**config.mk**
```make
export PLATFORM = sky130hd
export DESIGN_NAME = asram_ctrl
export DESIGN_NICKNAME = d
export VERILOG_FILES = /design/src/rtl/asram_pkg.sv /design/src/rtl/asram_wait_cnt.sv /design/src/rtl/asram_rd_capture.sv /design/src/rtl/asram_seq.sv /design/src/rtl/asram_ctrl.sv
export SDC_FILE = /design/constraint.sdc
export NUM_CORES = 1
export LEC_CHECK = 0
export ABC_CLOCK_PERIOD_IN_PS = 2500
export BUFFER_PORTS_ARGS = -buffer_cell sky130_fd_sc_hd__buf_2
export CELL_PAD_IN_SITES_DETAIL_PLACEMENT = 1
export CELL_PAD_IN_SITES_GLOBAL_PLACEMENT = 2
export CORE_MARGIN = 2
export CORE_UTILIZATION = 32
export DETAILED_ROUTE_END_ITERATION = 12
export HOLD_SLACK_MARGIN = 0.05
export PLACE_DENSITY = 0.83
export SETUP_SLACK_MARGIN = 0.4
export SLEW_MARGIN = 15
export SYNTH_ARGS = -nofsm -noshare
export SYNTH_HDL_FRONTEND = slang
export SYNTH_SLANG_ARGS = --single-unit
export TNS_END_PERCENT = 1
```
**constraint.sdc**
```tcl
create_clock -name clk -period 2.5 [get_ports clk]
set_input_delay 0.5 -clock clk [delete_from_list [all_inputs] [get_ports clk]]
set_output_delay 0.5 -clock clk [all_outputs]
set_load 0.005 [all_outputs]
```
**src/rtl/asram_pkg.sv**
```systemverilog
package asram_pkg;

    typedef enum logic [1:0] {
        ST_IDLE,
        ST_READ,
        ST_WRITE,
        ST_TURN
    } asram_state_e;

    // ceil(a / b)
    function automatic int cdiv(input int a, input int b);
        return (a + b - 1) / b;
    endfunction

    function automatic int imax(input int a, input int b);
        return (a > b) ? a : b;
    endfunction

endpackage

```
**src/rtl/asram_wait_cnt.sv**
```systemverilog
module asram_wait_cnt #(
    parameter int CNT_W = 4
) (
    input  logic             clk,
    input  logic             rst_n,
    input  logic             load,
    input  logic [CNT_W-1:0] load_val,
    output logic             done
);
    logic [CNT_W-1:0] cnt_q;

    always_ff @(posedge clk or negedge rst_n) begin
        if (!rst_n) begin
            cnt_q <= '0;
        end else if (load) begin
            cnt_q <= load_val;
        end else if (cnt_q != '0) begin
            cnt_q <= cnt_q - 1'b1;
        end
    end

    assign done = (cnt_q == '0);
endmodule

```
**src/rtl/asram_rd_capture.sv**
```systemverilog
module asram_rd_capture #(
    parameter int DATA_W = 8
) (
    input  logic              clk,
    input  logic              rst_n,
    input  logic              capture,
    input  logic [DATA_W-1:0] dq_i,
    output logic              rsp_valid,
    output logic [DATA_W-1:0] rsp_rdata
);
    always_ff @(posedge clk or negedge rst_n) begin
        if (!rst_n) begin
            rsp_valid <= 1'b0;
            rsp_rdata <= '0;
        end else begin
            rsp_valid <= capture;
            if (capture) begin
                rsp_rdata <= dq_i;
            end
        end
    end
endmodule

```
**src/rtl/asram_seq.sv**
```systemverilog
module asram_seq
    import asram_pkg::*;
#(
    parameter int ADDR_W = 15,
    parameter int DATA_W = 8,
    parameter int CNT_W  = 4,
    parameter int RD_CYC = 7,
    parameter int WR_CYC = 7,
    parameter int HZ_CYC = 3
) (
    input  logic              clk,
    input  logic              rst_n,
    input  logic              req_valid,
    input  logic              req_write,
    input  logic [ADDR_W-1:0] req_addr,
    input  logic [DATA_W-1:0] req_wdata,
    input  logic              cnt_done,
    output logic              cnt_load,
    output logic [CNT_W-1:0]  cnt_val,
    output logic              req_ready,
    output logic              capture,
    output logic [ADDR_W-1:0] mem_addr,
    output logic              mem_cs_n,
    output logic              mem_we_n,
    output logic              mem_oe_n,
    output logic [DATA_W-1:0] mem_dq_o,
    output logic              mem_dq_oe
);
    localparam logic [CNT_W-1:0] RD_LOAD = CNT_W'(RD_CYC - 1);
    localparam logic [CNT_W-1:0] WR_LOAD = CNT_W'(WR_CYC - 1);
    localparam logic [CNT_W-1:0] HZ_LOAD = CNT_W'(HZ_CYC - 1);

    asram_state_e state_q, state_d;
    logic         accept;

    assign req_ready = (state_q == ST_IDLE);
    assign accept    = req_ready && req_valid;
    assign capture   = (state_q == ST_READ) && cnt_done;

    // Next state and wait-counter reload.
    always_comb begin
        state_d  = state_q;
        cnt_load = 1'b0;
        cnt_val  = '0;
        unique case (state_q)
            ST_IDLE: begin
                if (req_valid) begin
                    cnt_load = 1'b1;
                    if (req_write) begin
                        state_d = ST_WRITE;
                        cnt_val = WR_LOAD;
                    end else begin
                        state_d = ST_READ;
                        cnt_val = RD_LOAD;
                    end
                end
            end
            ST_READ: begin
                if (cnt_done) begin
                    state_d  = ST_TURN;
                    cnt_load = 1'b1;
                    cnt_val  = HZ_LOAD;
                end
            end
            ST_WRITE: begin
                if (cnt_done) begin
                    state_d = ST_IDLE;
                end
            end
            ST_TURN: begin
                if (cnt_done) begin
                    state_d = ST_IDLE;
                end
            end
            default: state_d = ST_IDLE;
        endcase
    end

    // State register.
    always_ff @(posedge clk or negedge rst_n) begin
        if (!rst_n) begin
            state_q <= ST_IDLE;
        end else begin
            state_q <= state_d;
        end
    end

    // Registered strobes, decoded from the next state so they switch glitch-free.
    always_ff @(posedge clk or negedge rst_n) begin
        if (!rst_n) begin
            mem_cs_n  <= 1'b1;
            mem_we_n  <= 1'b1;
            mem_oe_n  <= 1'b1;
            mem_dq_oe <= 1'b0;
            mem_addr  <= '0;
            mem_dq_o  <= '0;
        end else begin
            mem_cs_n  <= !((state_d == ST_READ) || (state_d == ST_WRITE));
            mem_we_n  <= !(state_d == ST_WRITE);
            mem_oe_n  <= !(state_d == ST_READ);
            mem_dq_oe <= (state_d == ST_WRITE);
            if (accept) begin
                mem_addr <= req_addr;
                mem_dq_o <= req_wdata;
            end
        end
    end
endmodule

```
**src/rtl/asram_ctrl.sv**
```systemverilog
module asram_ctrl
    import asram_pkg::*;
#(
    parameter int ADDR_W  = 15,
    parameter int DATA_W  = 8,
    parameter int CLK_NS  = 10,
    parameter int T_AA_NS = 70,
    parameter int T_RC_NS = 70,
    parameter int T_WP_NS = 50,
    parameter int T_CW_NS = 60,
    parameter int T_AW_NS = 60,
    parameter int T_DW_NS = 30,
    parameter int T_WC_NS = 70,
    parameter int T_HZ_NS = 25
) (
    input  logic              clk,
    input  logic              rst_n,
    input  logic              req_valid,
    output logic              req_ready,
    input  logic              req_write,
    input  logic [ADDR_W-1:0] req_addr,
    input  logic [DATA_W-1:0] req_wdata,
    output logic              rsp_valid,
    output logic [DATA_W-1:0] rsp_rdata,
    output logic [ADDR_W-1:0] mem_addr,
    output logic              mem_cs_n,
    output logic              mem_we_n,
    output logic              mem_oe_n,
    output logic [DATA_W-1:0] mem_dq_o,
    input  logic [DATA_W-1:0] mem_dq_i,
    output logic              mem_dq_oe
);
    localparam int RD_CYC = imax(1, cdiv(imax(T_AA_NS, T_RC_NS), CLK_NS));
    localparam int WR_NS  = imax(imax(imax(T_WP_NS, T_CW_NS), imax(T_AW_NS, T_DW_NS)), T_WC_NS);
    localparam int WR_CYC = imax(1, cdiv(WR_NS, CLK_NS));
    localparam int HZ_CYC = imax(1, cdiv(T_HZ_NS, CLK_NS));
    localparam int CNT_W  = $clog2(imax(imax(RD_CYC, WR_CYC), HZ_CYC) + 1);

    logic             cnt_load;
    logic [CNT_W-1:0] cnt_val;
    logic             cnt_done;
    logic             capture;

    asram_wait_cnt #(.CNT_W(CNT_W)) u_cnt (
        .clk      (clk),
        .rst_n    (rst_n),
        .load     (cnt_load),
        .load_val (cnt_val),
        .done     (cnt_done)
    );

    asram_seq #(
        .ADDR_W (ADDR_W),
        .DATA_W (DATA_W),
        .CNT_W  (CNT_W),
        .RD_CYC (RD_CYC),
        .WR_CYC (WR_CYC),
        .HZ_CYC (HZ_CYC)
    ) u_seq (
        .clk       (clk),
        .rst_n     (rst_n),
        .req_valid (req_valid),
        .req_write (req_write),
        .req_addr  (req_addr),
        .req_wdata (req_wdata),
        .cnt_done  (cnt_done),
        .cnt_load  (cnt_load),
        .cnt_val   (cnt_val),
        .req_ready (req_ready),
        .capture   (capture),
        .mem_addr  (mem_addr),
        .mem_cs_n  (mem_cs_n),
        .mem_we_n  (mem_we_n),
        .mem_oe_n  (mem_oe_n),
        .mem_dq_o  (mem_dq_o),
        .mem_dq_oe (mem_dq_oe)
    );

    asram_rd_capture #(.DATA_W(DATA_W)) u_cap (
        .clk       (clk),
        .rst_n     (rst_n),
        .capture   (capture),
        .dq_i      (mem_dq_i),
        .rsp_valid (rsp_valid),
        .rsp_rdata (rsp_rdata)
    );
endmodule

```
After elaboration in Yosys (flattened, before gate mapping)
Cells that the tools add are included.

$add $sub $neg: 1. Equality and inequality tests: 5. Multiplexer cells: 13. Reductions and logical operators: 11.

Operator list (number): two-way mux 2 bit (5); two-way mux 3 bit (3); == test 2 bit, second input constant (3); one-hot mux 2 bit (3 select lines) (1); one-hot mux 3 bit (2 select lines) (1); == test 2 x 1 -> 1 bit, second input constant (2); zero test 1 bit (3); zero test 3 bit (1); nonzero test 3 bit (1); subtractor 3 x 1 -> 3 bit, second input constant (1); logical AND 1 bit (2); zero test 2 bit (1); two-way mux 1 bit (2); one-hot mux 1 bit (2 select lines) (1); nonzero test 2 bit (1); OR reduction 2 bit (1); logical OR 1 bit (1).

Register bits after elaboration: 41. Input bits: 35. Output and inout port bits: 37. Word-level logic and storage cells: 40.

Depth between registers and ports, before layout
Gate-level depths: netlist of run 1.

Depth in word-level cells: 6. Gate-level depth with buffers: 7. Depth with buffers taken out: 7.

By module
Synthesis of run 1 repeated with hierarchy kept, for this count alone.

Cells, all modules: 117. Area total of the unflattened synthesis: 1741.7 um^2.

By module, submodules not included: asram_seq (instances 1, cells an instance 78, area an instance 1184.9 um^2, sequential area each 729.4 um^2); asram_rd_capture (instances 1, cells an instance 18, area an instance 356.6 um^2, sequential area each 225.2 um^2); asram_wait_cnt (instances 1, cells an instance 21, area an instance 200.2 um^2, sequential area each 75.1 um^2).

Worst setup path after synthesis of run 1
No wires, ideal clock.

Path kind: reg2reg. Start point: register u_cnt.cnt_q[0]. End point: register u_seq.mem_cs_n. Setup time: 0.083 ns. Arrival time: 1.505 ns. Data required time: 2.417 ns. Path slack: 0.911 ns. Cell stages (with the launch flop): 7. Path buffers: 1. Period minus slack after synthesis: 1.589 ns. Path through: dfrtp_1 > inv_1 > ha_1 > and4bb_4 > buf_6 > a221o_1 > ha_1.

Longest elaborated chain between the ends: 6. Elaborated cells between the ends (all ways): 8. Those cells by class: 2 x eq/ne; 3 x mux; 3 x reduce/logical.

Ends and longest elaborated chain: from (decl) (RTL line asram_wait_cnt.sv:10) `logic [CNT_W-1:0] cnt_q;`; from (signal assigned) (RTL line asram_wait_cnt.sv:16) `cnt_q <= load_val;`; from (signal assigned) (RTL line asram_wait_cnt.sv:18) `cnt_q <= cnt_q - 1'b1;`; zero test 3 bit * (RTL line asram_wait_cnt.sv:22) `assign done = (cnt_q == '0);`; two-way mux 2 bit (on tied branches) (RTL line asram_seq.sv:66, asram_seq.sv:71, asram_seq.sv:59); one-hot mux 2 bit (3 select lines) * (RTL line asram_seq.sv:45) `unique case (state_q)`; via u_seq.state_d[1] (RTL line asram_seq.sv:33) `asram_state_e state_q, state_d;`; == test 2 x 1 -> 1 bit / == test 2 bit (equally long branches) (RTL line asram_seq.sv:98) `mem_cs_n <= !((state_d == ST_READ) || (state_d == ST_WRITE));`; logical OR 1 bit * (RTL line asram_seq.sv:98); zero test 1 bit * (RTL line asram_seq.sv:98); to (signal assigned) (RTL line asram_seq.sv:98); to (decl) (RTL line asram_seq.sv:23) `output logic mem_cs_n,`.

The timed path passes the listed nets; every way through them passes the cells marked *. A chain may end at the register's enable or synchronous reset.

Worst setup path in the final report of run 1
Start point: register u_cnt.cnt_q[0]. End point: register u_seq.mem_cs_n.

Longest elaborated chain between the ends: 6. Elaborated cells between the ends (all ways): 8. Those cells by class: 2 x eq/ne; 3 x mux; 3 x reduce/logical.

Ends and longest elaborated chain (RTL line): zero test 3 bit * (asram_wait_cnt.sv:22); two-way mux 2 bit (on tied branches) (asram_seq.sv:66, asram_seq.sv:71, asram_seq.sv:59); one-hot mux 2 bit (3 select lines) * (asram_seq.sv:45); == test 2 x 1 -> 1 bit / == test 2 bit (equally long branches) (asram_seq.sv:98); logical OR 1 bit * (asram_seq.sv:98); zero test 1 bit * (asram_seq.sv:98).

Every way passes the cells marked *; elsewhere a longest branch is shown, timed or not.

==> metrics, run 1 <==
clk slew on worst S/H paths=70 ps; Synth warnings=0; I/O Pins=72; Setup WS post-layout=782 ps; Placed Cells=243; met3 usage=4.27%; Final Instance Area=about 0.0022 mm²; Tmin final=about 1700 ps; Chip Width=between 70 and 80 µm; Max Cap Viol=0; HPWL after detailed placement=2760 µm; Die Span Y=76.2 µm; Leak=roughly 1.1 nW; outcome=finished clean; CTS Buf Count=5; largest net degree at the start of global routing=42; CTS Root Cell=clkbuf_8; Startpoint Class=register; top cell type's share of synthesized area=between 50% and 60%; Final nets=220; worst path arrival time=about 1900 ps; final hold vios=0; post-CTS setup buffers=0; Starting Density=32.9%; Mean Syn Cell Area=15.9 µm²; average routed wire per standard cell=approximately 14 µm; gpl congestion=around 0.7; Crit Path Max Fanout=4; Worst Tran Pin Value=908 ps; DR iter-0 viols=34; row count=26; top cells by area, synth=dfrtp_1 57%, mux2_2 17%, mux2_4 5.4%, dfstp_2 4.7%, ha_1 3.8%; post-CTS sizing=0; power per cell area=1220 mW/mm²; commonest cells after routing, fill and taps aside=71 x buf_2, 38 x dfrtp_1, 25 x mux2_2, 6 x mux2_4, 6 x clkbuf_8; CTS max path bufs=2; Slew headroom=just under 40%; Syn Inst Count=105; most common cell after layout, fill and taps aside=buf_2; GRT busiest layer=met2; CTS tree=done; hold buffer count at CTS=0; Max VDD drop=roughly 0.50 mV; GRT met2 Usage=between 20% and 30%; total track usage=13.0%; fin cells=251; setup_tns=0 ps; Routed WL=3550 µm; Via Count=1105; initial antenna violation count=0; Pwr Total=roughly 2.6 mW; Hold Slack=about 340 ps; Worst Hold Class=in -> async; Final setup viols=0; DP Area=0.00206 mm²; post-synthesis instance area=0.00167 mm²; Syn Nets=between 100 and 150; Fmax=582 MHz; Worst-Skew Late Latency=280 ps; Final period util=approximately 70%; vias in the first global route=1239; # H-tree levels=2; global-route wire length before repair=5970 µm; met1 Use GR=a little over an eighth; total clock sinks=41; Remaining DRCs=0; slowest CP cell=dfrtp_1; RSZ-0062 raised after global routing=no; worst slack, placed=roughly 750 ps; RR Startpoint=u_cnt.cnt_q[0]$_DFFE_PN0P_; kind of critical path=reg -> reg; Final Util=42.4%; flop2flop setup slack=780 ps; Cell Chain, Critical Path=inv_1, ha_1, nor2b_1, nand2_1, a21oi_1, ha_1; Synth area leader=dfrtp_1; crit path from=u_cnt.cnt_q[0]$_DFFE_PN0P_; register bit total from synthesis=41; skew final=6.86 ps; Crit. End Element=register; diodes inserted=0; post-route ant nets=0; Synth cell types=21; IO Port Bufs=71; Layout area overhead=29.0%; CORE AREA=0.00507 mm²; router iterations before antenna repair=3; layout cells sized above 1=63.0%; Layout fillers=roughly 580; sequential cell area fraction in the yosys report=61.7%; CP max stage delay=around 360 ps; Worst Path Required=2720 ps; Die ar.=0.00581 mm²; most numerous cell on the critical path=ha_1; DR vias/cell=4.40; grt ovf=0; pins over their slew limit=0
==> power by group <==
group / switching (mW) / internal, mW
sequential: 0.176 / 1.02
clock: 0.205 / 0.225
combinational: 0.414 / 0.589
total: 0.795 / 1.83
==> area by class of cell <==
class | count | area, µm² | area share, %
timing repair buffer | 72 | 363 | 16.9
sequential | 41 | 1030 | 47.9
multi-input combinational | 55 | 562 | 26.1
clock buffer | 8 | 90.1 | 4.19
tap | 70 | 87.6 | 4.07
inverter | 5 | 18.8 | 0.873
==> per-layer routing <==
layer	vias up	wire (µm)
met2	39	2020
met5	-	0
li1	508	-
met3	4	202
met4	0	30
met1	554	1300
==> critical path, delay by kind of cell (launching register included) <==
kind | cells | cell delay, ps
buffers and inverters | 1 | 110
AO/OA/AOI/OAI | 1 | 230
flip-flops | 1 | 360
AND/OR/NAND/NOR | 2 | 470
adder cells (fa/ha/maj) | 2 | 480
==> Yosys cell counts <==
cell type  count
dfstp_2        3
a21o_1         1
buf_6          2
nor3b_1        2
nor2b_1        1
a221oi_1       1
and4bb_4       1
dfrtp_1       38
o211ai_1       1
a21oi_1        2
a221o_1        1
nand2_1        3
ha_1           5
buf_12         2
nor3_1         1
xnor2_1        1
o21ai_0        1
inv_1          5
mux2_4         6
mux2_2        25
nor2_1         3
==> cells by family (layout without fill, tap and decap cells) <==
kind of cell | Yosys count | count (layout) | share of synthesized area (%)
DFF | 41 | 41 | 61.7
muxes | 31 | 31 | 22.3
and+or+nand+nor | 11 | 11 | 3.90
buffers and inverters | 9 | 85 | 4.88
AOI/OAI and AO/OA | 7 | 7 | 2.93
adders and majority gates | 5 | 5 | 3.75
xor gates and xnor gates | 1 | 1 | 0.525
==> worst paths after layout <==
path                                                       end  cells after the start
worst max-delay path                  u_seq.mem_cs_n$_DFF_PN1_                      6
worst min register to register   u_seq.mem_addr[5]$_DFFE_PN0P_                      1
worst max register to register        u_seq.mem_cs_n$_DFF_PN1_                      6
min in group clk                u_cap.rsp_rdata[2]$_DFFE_PN0P_                      2
worst min-delay path            u_cap.rsp_rdata[4]$_DFFE_PN0P_                      1
max in group asynchronous        u_seq.mem_dq_o[6]$_DFFE_PN0P_                      1
==> registers in the layout, indices dropped and copies added (netlist names) <==
signal / count
u_seq.mem_addr: 15
u_cap.rsp_valid: 1
u_cnt.cnt_q: 3
u_seq.mem_cs_n: 1
u_seq.state_q: 2
u_cap.rsp_rdata: 8
u_seq.mem_dq_o: 8
u_seq.mem_dq_oe: 1
u_seq.mem_oe_n: 1
u_seq.mem_we_n: 1
No activity file was read; power rests on OpenSTA's default activity.
==> inputs of run 2 (changes only) <==
ABC_CLOCK_PERIOD_IN_PS = 1760   (was 2500)
CORE_UTILIZATION = 30   (was 32)
PLACE_DENSITY = 0.79   (was 0.83)
clock period = 1.76 ns   (was 2.5 ns; I/O delays follow)
==> run 2 against run 1 <==
Against the previous run: clock power rose by 79%; clock-buffer cell count shrank 1; critical path type unchanged; largest power group unchanged; non-clock buffer count up 6.
==> metrics, run 2 (synthesis gave the netlist of run 1 again) <==
Largest register FFs=15; CTS Root Cell=clkbuf_8; # H-tree levels=2; final hold vios=0; most common cell after layout, fill and taps aside=buf_2; Worst Tran Pin Value=349 ps; Top Registers=u_seq.mem_addr: 15 flops, u_cap.rsp_rdata: 8 flops, u_seq.mem_dq_o: 8 flops; GRT met2 Usage=25.3%; CORE AREA=0.00544 mm²; IO Port Bufs=71; RSZ-0062 raised after global routing=yes; Chip Width=just under 80 µm; layout cells sized above 1=68.4%; Tmin final=1510 ps; vias in the first global route=1340; setup_tns=0 ps; kind of critical path=reg -> reg; pins over their slew limit=0; Final nets=226; GRT busiest layer=met2; met3 usage=4.71%; Startpoint Class=register; row count=27; grt ovf=0; met1 Use GR=14.9%; DR iter-0 viols=9; Worst Hold Class=in -> reg; Die Span Y=78.6 µm; HPWL after detailed placement=2930 µm; slowest CP cell=dfrtp_1; Slew headroom=76.7%; Worst-Skew Late Latency=290 ps; CTS Buf Count=5; Pwr Total=between 4 and 5 mW; skew final=12.5 ps; Crit Path Max Fanout=4; global-route wire length before repair=6420 µm; largest net degree at the start of global routing=16; power per cell area=1780 mW/mm²; Largest Register=u_seq.mem_addr; Fmax=about 660 MHz; Worst Path Required=between 1500 and 2000 ps; initial antenna violation count=0; Max VDD drop=roughly 0.75 mV; CP max stage delay=390 ps; Final setup viols=0; outcome=finished clean; Crit. End Element=register; Cell Chain, Critical Path=inv_2, ha_4, and4bb_4, a221o_1, ha_1; CTS tree=done; Max Cap Viol=0; Routed WL=3810 µm; Die ar.=0.00617 mm²; Via Count=1117; total track usage=a little over an eighth; Leak=1.11 nW; clk slew on worst S/H paths=80 ps; average routed wire per standard cell=14.7 µm; post-route ant nets=0; I/O Pins=72; worst path arrival time=1720 ps; Final Util=42.1%; DR vias/cell=about 4.3; diodes inserted=0; gpl congestion=0.724; commonest cells after routing, fill and taps aside=71 x buf_2, 37 x dfrtp_1, 25 x mux2_2, 6 x mux2_4, 6 x clkbuf_8; Remaining DRCs=0; Starting Density=30.7%; Final period util=86.0%; Layout area overhead=37.4%; CTS max path bufs=2; total clock sinks=41; router iterations before antenna repair=3
==> run 2: worst max-delay path: cells and delay by family (launching register included) <==
family                   cells  cell delay [ps]
buffers and inverters        1               70
AND/OR/NAND/NOR              1              210
adder cells (fa/ha/maj)      2              460
AO/OA/AOI/OAI                1              310
flip-flops                   1              390
==> run 2: what timing repair did <==
item / 4_1_cts / 5_1_grt
buffers inserted: 1 / 0
hold buffers: 1 / 0
endpoints found under the setup margin: 39 / 37
pin swaps: 1 / 2
gates resized for setup: 7 / 3
hold endpoints to repair: 13 / 0
==> run 2: path summary, 6_finish.rpt <==
check	end	start	slack, ps	depth (start not counted)
worst max-delay path	u_seq.mem_cs_n$_DFF_PN1_	u_cnt.cnt_q[1]$_DFFE_PN0P_	250	5
worst min-delay path	u_seq.mem_dq_o[6]$_DFFE_PN0P_	req_wdata[6]	290	2
worst max register to register	u_seq.mem_cs_n$_DFF_PN1_	u_cnt.cnt_q[1]$_DFFE_PN0P_	250	5
worst min register to register	u_seq.mem_dq_o[7]$_DFFE_PN0P_	u_seq.mem_dq_o[7]$_DFFE_PN0P_	500	1
max in group asynchronous	u_seq.mem_we_n$_DFF_PN1_	rst_n	670	3
min in group asynchronous	u_seq.mem_dq_o[5]$_DFFE_PN0P_	rst_n	500	2
==> run 2: where the power goes <==
group,internal (mW),switching [mW],leakage [nW],total [mW]
Clock,0.462,0.307,0.0585,0.769
Combinational,0.938,0.632,0.566,1.57
Sequential,1.45,0.281,0.486,1.73
==> run 2: cell type report <==
cell class	count	area [µm²]
fillers	589	3150
clock buffers	7	86.3
well taps	72	90.1
flip-flops and latches	41	1030
multi-input cells	55	596
repair buffers	78	439
inverters	5	18.8
clock inverters	1	30.0
==> run 2: through the flow <==
step | std cells | worst slack [ps] | cell area (µm²) | hold slack [ps]
floorplan | 105 | 208 | 1670 | 56.4
global placement | 249 | 226 | 2110 | 268
detailed placement | 249 | 117 | 2110 | 284
CTS | 259 | 261 | 2280 | 275
global route | 259 | 192 | 2290 | 268
finish | 259 | 246 | 2290 | 287
==> run 2: per-layer routing <==
metal,vias up,routed length (µm)
met3,2,209
met2,43,2100
met1,553,1490
li1,519,-
met5,-,0
met4,0,8
